File: src/rtl/mbar_pkg.sv
package mbar_pkg;
  localparam int MASK_W = 7;
  localparam int ORD_W  = 4;
  localparam int CMP_W  = MASK_W - ORD_W;
  // Ordering bits this core must enforce: only store-before-load (bit 1).
  localparam logic [ORD_W-1:0] ORD_HONOR = 4'b0010;

  typedef struct packed {
    logic ord_wait;  // younger loads wait for older stores to be visible
    logic sync;      // full synchronization barrier
  } mbar_kind_t;
endpackage

File: src/rtl/mbar_decode.sv
module mbar_decode
  import mbar_pkg::*;
(
  input  logic [MASK_W-1:0] mask,
  output mbar_kind_t        kind
);
  logic [ORD_W-1:0] ord_eff;

  for (genvar i = 0; i < ORD_W; i++) begin : g_ord
    if (ORD_HONOR[i]) begin : g_keep
      assign ord_eff[i] = mask[i];
    end else begin : g_drop
      assign ord_eff[i] = 1'b0 & mask[i];
    end
  end

  assign kind.ord_wait = |ord_eff;
  assign kind.sync     = |mask[MASK_W-1:ORD_W];
endmodule

File: src/rtl/mbar_updown.sv
module mbar_updown #(
  parameter int W = 6
) (
  input  logic         clk,
  input  logic         rst_n,
  input  logic         inc,
  input  logic         dec,
  output logic [W-1:0] cnt_nxt
);
  logic [W-1:0] cnt_q;

  always_comb begin
    cnt_nxt = cnt_q;
    if (inc && !dec)      cnt_nxt = cnt_q + 1'b1;
    else if (dec && !inc) cnt_nxt = cnt_q - 1'b1;
  end

  always_ff @(posedge clk or negedge rst_n) begin
    if (!rst_n) cnt_q <= '0;
    else        cnt_q <= cnt_nxt;
  end
endmodule

File: src/rtl/mbar_drain.sv
module mbar_drain #(
  parameter int W = 6
) (
  input  logic         clk,
  input  logic         rst_n,
  input  logic         load,
  input  logic [W-1:0] load_val,
  input  logic         dec,
  output logic         empty
);
  logic [W-1:0] left_q;

  always_ff @(posedge clk or negedge rst_n) begin
    if (!rst_n)                 left_q <= '0;
    else if (load)              left_q <= load_val;
    else if (dec && left_q != 0) left_q <= left_q - 1'b1;
  end

  assign empty = (left_q == '0);
endmodule

File: src/rtl/mbar_stall_ctrl.sv
module mbar_stall_ctrl
  import mbar_pkg::*;
#(
  parameter int CNT_W = 6
) (
  input  logic              clk,
  input  logic              rst_n,
  input  logic              bar_valid,
  output logic              bar_ready,
  input  logic [MASK_W-1:0] bar_mask,
  input  logic              st_issue,
  input  logic              st_visible,
  input  logic              op_issue,
  input  logic              op_done,
  input  logic              exc_vis,
  output logic              stall_ld,
  output logic              stall_st,
  output logic              stall_all,
  output logic              bar_retire
);
  mbar_kind_t       dec_kind, kind_q;
  logic             pend_q, accept, met;
  logic [CNT_W-1:0] st_nxt, op_nxt;
  logic             st_empty, op_empty;

  mbar_decode u_dec (.mask(bar_mask), .kind(dec_kind));

  mbar_updown #(.W(CNT_W)) u_st_cnt (
    .clk(clk), .rst_n(rst_n), .inc(st_issue), .dec(st_visible), .cnt_nxt(st_nxt));
  mbar_updown #(.W(CNT_W)) u_op_cnt (
    .clk(clk), .rst_n(rst_n), .inc(op_issue), .dec(op_done), .cnt_nxt(op_nxt));

  mbar_drain #(.W(CNT_W)) u_st_drain (
    .clk(clk), .rst_n(rst_n), .load(accept), .load_val(st_nxt),
    .dec(st_visible), .empty(st_empty));
  mbar_drain #(.W(CNT_W)) u_op_drain (
    .clk(clk), .rst_n(rst_n), .load(accept), .load_val(op_nxt),
    .dec(op_done), .empty(op_empty));

  assign bar_ready = !pend_q;
  assign accept    = bar_valid && bar_ready;

  assign met = (!kind_q.ord_wait || st_empty) &&
               (!kind_q.sync || (op_empty && exc_vis));
  assign bar_retire = pend_q && met;

  always_ff @(posedge clk or negedge rst_n) begin
    if (!rst_n) begin
      pend_q <= 1'b0;
      kind_q <= '0;
    end else if (accept) begin
      pend_q <= 1'b1;
      kind_q <= dec_kind;
    end else if (bar_retire) begin
      pend_q <= 1'b0;
      kind_q <= '0;
    end
  end

  assign stall_ld  = pend_q && (kind_q.ord_wait || kind_q.sync);
  assign stall_st  = pend_q && kind_q.sync;
  assign stall_all = pend_q && kind_q.sync;
endmodule

File: config.mk
export PLATFORM = sky130hd
export DESIGN_NAME = mbar_stall_ctrl
export DESIGN_NICKNAME = d
export VERILOG_FILES = /design/src/rtl/mbar_pkg.sv /design/src/rtl/mbar_decode.sv /design/src/rtl/mbar_updown.sv /design/src/rtl/mbar_drain.sv /design/src/rtl/mbar_stall_ctrl.sv
export SDC_FILE = /design/constraint.sdc
export NUM_CORES = 1
export LEC_CHECK = 0
export CORE_UTILIZATION = 45
export DETAILED_ROUTE_END_ITERATION = 8
export PLACE_DENSITY = 0.69
export SLEW_MARGIN = 20
export SYNTH_ARGS = -nofsm -noshare
export SYNTH_HDL_FRONTEND = slang
export SYNTH_SLANG_ARGS = --single-unit
File: constraint.sdc
create_clock -name clk -period 5 [get_ports clk]
set_input_delay 1 -clock clk [delete_from_list [all_inputs] [get_ports clk]]
set_output_delay 1 -clock clk [all_outputs]
set_load 0.005 [all_outputs]
## After elaboration in Yosys (flattened, before gate mapping)

Cells that the tools add are included.
Widths: inputs -> output; s select.

| cells by class | value |
|---|---|
| $mul | 0 |
| div/mod/pow operators | 0 |
| eq/ne operators | 0 |
| magnitude comparators | 0 |
| bitwise operators | 0 |
| mux-type cells | 12 |
| add/sub/neg operators | 6 |
| shift operators | 0 |
| reductions and logical operators | 30 |

Operator list:

| cell | number |
|---|---|
| $mux 6 | 8 |
| $sub 6x1->6 const B | 4 |
| $add 6x1->6 const B | 2 |
| $logic_and 1x1->1 | 12 |
| $logic_not 6->1 | 2 |
| $reduce_bool 6->1 | 2 |
| $logic_not 1->1 | 7 |
| $reduce_bool 2->1 | 3 |
| $mux 2 | 2 |
| $logic_or 1x1->1 | 3 |
| $reduce_or 3->1 | 1 |
| $mux 1 | 2 |

| storage, ports and cells | value |
|---|---|
| logic and storage cells | 55 |
| ROM bits | 0 |
| latch bits | 0 |
| flip-flop bits (word level) | 27 |
| memories kept | 0 |
| memory bits (writable) | 0 |
| input port bits | 15 |
| output and inout port bits | 5 |

## Longest topological paths before layout

| logic depth | value |
|---|---|
| word-level depth | 7 |
| gate-level depth with buffers | 7 |
| gate-level depth less buffers | 6 |

## By module

Synthesis repeated with hierarchy kept, for this count alone.

| second synthesis, totals | value |
|---|---|
| cells, all modules | 184 |
| area, all modules | 1739.2 µm² |

By module, submodules not included:

| module | instances | cells an instance | area an instance (µm²) | seq. area each (µm²) |
|---|---|---|---|---|
| mbar_drain | 2 | 44 | 395.4 | 150.1 |
| mbar_updown | 2 | 36 | 367.9 | 150.1 |
| mbar_stall_ctrl | 1 | 22 | 198.9 | 75.1 |
| mbar_decode | 1 | 2 | 13.8 | 0.0 |

## Least setup slack after synthesis

Ideal clock, no wire load.

| timing path | value |
|---|---|
| path type | reg-to-output |
| from | register u_st_drain.left_q[0] |
| to | output bar_retire |
| data arrival time | 1.453 ns |
| cell stages (with the launch flop) | 8 |
| required time | 4.000 ns |
| setup slack | 2.547 ns |
| path buffers | 1 |
| path through | dfrtp_1 -> inv_1 -> ha_1 -> or4b_1 -> buf_2 -> o21ai_1 -> nand2_1 -> nor2_1 |

| between the ends | value |
|---|---|
| longest elaborated chain between the ends | 4 |

RTL lines:

| item | RTL line | RTL |
|---|---|---|
| start, declared | mbar_drain.sv:11 | `logic [W-1:0] left_q;` |
| start signal, assigned | mbar_drain.sv:15 | `else if (load) left_q <= load_val;` |
| start signal, assigned | mbar_drain.sv:16 | `else if (dec && left_q != 0) left_q <= left_q - 1'b1;` |
| $logic_not 6->1 | mbar_drain.sv:19 | `assign empty = (left_q == '0);` |
| $logic_or 1x1->1 | mbar_stall_ctrl.sv:43 | `assign met = (!kind_q.ord_wait \|\| st_empty) &&` |
| $logic_and 1x1->1 | mbar_stall_ctrl.sv:43 |  |
| $logic_and 1x1->1 | mbar_stall_ctrl.sv:45 | `assign bar_retire = pend_q && met;` |
| end, declared | mbar_stall_ctrl.sv:19 | `output logic bar_retire` |

Every way passes these cells.

## Worst setup path in the final report

Same ends and word-level chain as after synthesis.

==> summary.md <==
| Metric | Value |
|---|---|
| Switching part of the total power | `40.4%` |
| Net count after synthesis | `186` |
| Main flop type after synthesis | `dfrtp_1` |
| H-tree depth | `1` |
| # fillers | `319` |
| Clk_skew | `0.0106 ns` |
| Critical path's slowest cell | `or4b_1` |
| Antenna-violating nets left | `0` |
| Die area | `0.00389 mm²` |
| Setup crit start kind | `flip-flop` |
| Hold_buf cts | `0` |
| Clock Sink Count | `27` |
| GR Overflow Total | `0` |
| Pleak | `0.784 nW` |
| Chip height | `62.4 µm` |
| Worst Setup End Kind | `output pin` |
| Initial core utilization | `48.0%` |
| Data arrival, critical path | `2.52 ns` |
| Site Rows | `21` |
| Status | `finished clean` |
| First-pass GRT wire length | `5180 µm` |
| Final hold violation count | `0` |
| Final instance area | `0.00187 mm²` |
| Fmax | `284 MHz` |
| Final wirelength | `3110 µm` |
| Max IR drop VDD | `0.290 mV` |
| Worst Path Buf+Inv | `2` |
| Layout cells sized above 1 | `7.26%` |
| Initial antenna violation count | `0` |
| Number of flops mapped to enable cells by yosys | `0` |
| Layout overhead on the synthesized area | `14.0%` |
| Setup bufs post-CTS | `0` |
| 1st-iter DRT viols | `55` |
| Die X | `62.4 µm` |
| Largest net degree at the start of global routing | `28` |
| Final #Nets | `203` |
| Period minus WS final | `3.52 ns` |
| CTS tree | `done` |
| Cell Area, Synth | `0.00164 mm²` |
| Gr usage total | `16.6%` |
| Number of I/O port buffers | `16` |
| Cell variety after synth | `53` |
| Register area | `676 µm²` |
| Asr flop ratio synth | `100%` |
| FF+latch count, synth | `27` |
| Clock Path Buffers | `2` |
| Cells after Synth | `163` |
| Slew Limit Fails | `0` |
| Max-cap violations | `0` |
| Number of global-route vias before repair | `1,157` |
| Peak fanout along the critical path | `7` |
| HP Class | `flip-flop to flip-flop` |
| Residual DRC | `0` |
| Final period utilization | `70.4%` |
| First-pass DRT Iterations | `4` |
| Share of power burned in the clock network | `10.1%` |
| Vias per cell | `5.52` |
| Setup_tns | `0 ns` |
| WL/cell | `13.8 µm` |
| Multi-input logic area | `898 µm²` |
| Clock transition at the registers of the reported paths | `0.16 ns` |
| Ys Warns | `0` |
| Crit Path Category | `flip-flop to output pin` |
| Pint | `0.000594 W` |
| Setup-failing EPs final | `0` |
| P_sw | `0.000403 W` |
| Crit path cell chain | `inv_1, ha_1, or4b_1, o21ai_1, nand2_1, nor2_1, clkdlybuf4s50_1` |
| Root Buffer | `clkbuf_4` |
| CP delay by family, top | `simple AND/OR/NAND/NOR gates` |
| Gpl congestion | `0.780` |
| Power per cell area | `533 mW/mm²` |
| Num ports | `20` |
| Critical path required time | `4.00 ns` |
| Worst-Skew Late Latency | `0.34 ns` |
| Combinational share of power | `45.6%` |
| Post-CTS resize count | `0` |
| Placed instance area | `0.00184 mm²` |
| Dpl hpwl | `2280 µm` |
| ANT cells | `0` |
| Syn_area_per_cell | `10.1 µm²` |
| Sequential cell area fraction in the yosys report | `41.2%` |
| Slowest stage delay, CP | `0.57 ns` |
| RSZ-0062 raised after global routing | `false` |
| Slew of the pin with the lowest slew margin | `0.923 ns` |
| CTS buffer count | `3` |
| Reg power frac | `44.4%` |
| Relative slew slack | `38.3%` |
| Core Area | `0.00342 mm²` |
| Vias | `1,241` |
-- power groups by stage --
stage / Combinational [W] / Clock (W) / Sequential, W
2_1_floorplan: 0.000351 / 0 / 0.000419
3_3_place_gp: 0.000436 / 0 / 0.000440
3_5_place_dp: 0.000455 / 0 / 0.000446
4_1_cts: 0.000459 / 0.000104 / 0.000441
5_1_grt: 0.000508 / 0.000113 / 0.000460
6_report: 0.000455 / 0.000100 / 0.000442
-- cells by family (layout without fill, tap and decap cells) --
kind of cell	Yosys count	after routing	synth area share, %
AND/OR/NAND/NOR	56	56	20.1
AO/OA/AOI/OAI	31	31	14.2
flip-flops	27	27	41.2
XOR/XNOR	18	18	9.61
buffers and inverters	16	32	4.04
adder cells (fa/ha/maj)	8	8	6.10
multiplexers	7	7	4.81
-- through the flow --
stage / utilization [%] / hold slack (ns) / setup WS [ns] / instances / power [W]
after floorplan: - / 0.433 / 2.55 / 163 / 0.000770
after CTS: 54.8 / 0.477 / 1.48 / 225 / 0.00100
after detailed placement: 53.9 / 0.456 / 1.72 / 221 / 0.000901
after global placement: 53.9 / 0.446 / 1.77 / 221 / 0.000877
after global routing: 54.8 / 0.488 / 1.30 / 225 / 0.00108
final: 54.8 / 0.467 / 1.48 / 225 / 0.000997
-- final cells by class --
type                    count  share of cell area, %
clock buffers               3                   1.20
clock inverters             1                  0.401
inverters                  11                   2.21
multi-input cells         120                   48.0
flip-flops and latches     27                   36.1
well taps                  46                   3.08
repair buffers             17                   8.96
-- path summary, 6_finish.rpt --
path / to / depth (start not counted) / slack (ns) / start
worst min-delay path: u_st_cnt.cnt_q[5] / 1 / 0.47 / u_st_cnt.cnt_q[5]
worst max register to register: u_st_drain.left_q[4] / 6 / 3.07 / u_st_drain.left_q[1]
min in group asynchronous: u_st_drain.left_q[5] / 2 / 1.01 / rst_n
max in group asynchronous: u_op_cnt.cnt_q[5] / 2 / 3.72 / rst_n
worst max-delay path: bar_retire / 7 / 1.48 / u_st_drain.left_q[0]
worst min register to register: u_st_cnt.cnt_q[5] / 1 / 0.47 / u_st_cnt.cnt_q[5]
-- synthesized netlist by cell type (3+ instances only) --
master	n	area share (%)
a21oi_1	4	1.2
dfrtp_1	27	41
ha_1	8	6.1
inv_1	11	2.5
mux2i_1	3	1.8
nand2_1	11	2.5
nand3_1	5	1.5
nor2_1	11	2.5
nor2b_1	5	1.9
nor3_1	4	1.2
o21a_1	3	1.4
o21ai_1	3	0.92
or4b_1	4	2.4
xnor2_1	13	6.9
xor2_1	5	2.7
-- layout by cell type (no fill, tap or decap), drive strengths merged, types with 4 or more instances in the layout --
cell type	instances
nand3	5
o21ai	5
inv	11
ha	8
nor3	5
clkdlybuf4s50	16
xor2	5
nand2	11
xnor2	13
mux2	4
a21oi	4
or4b	4
nor2b	5
nor2	11
dfrtp	27
-- per-layer routing --
| layer | wire length, µm | track usage, % |
|---|---|---|
| met2 | 1620 | 29.5 |
| met1 | 1390 | 20.5 |
| met3 | 72 | 3.28 |
| met4 | 24 | 4.36 |
| met5 | 0 | 0 |
-- state kept, by name (all words and copies together), names as in the netlist --
signal	count
u_op_cnt.cnt_q	6
u_op_drain.left_q	6
u_st_cnt.cnt_q	6
u_st_drain.left_q	6
kind_q	2
pend_q	1
-- worst reg2reg max path: cells and delay by family, from the launching register on --
family	cells	cell delay, ns
AND/OR/NAND/NOR	2	0.78
flip-flops	1	0.41
multiplexers	1	0.26
adder cells (fa/ha/maj)	1	0.18
XOR/XNOR	1	0.14
buffers and inverters	1	0.07
Power figures use the tool's default switching activity.
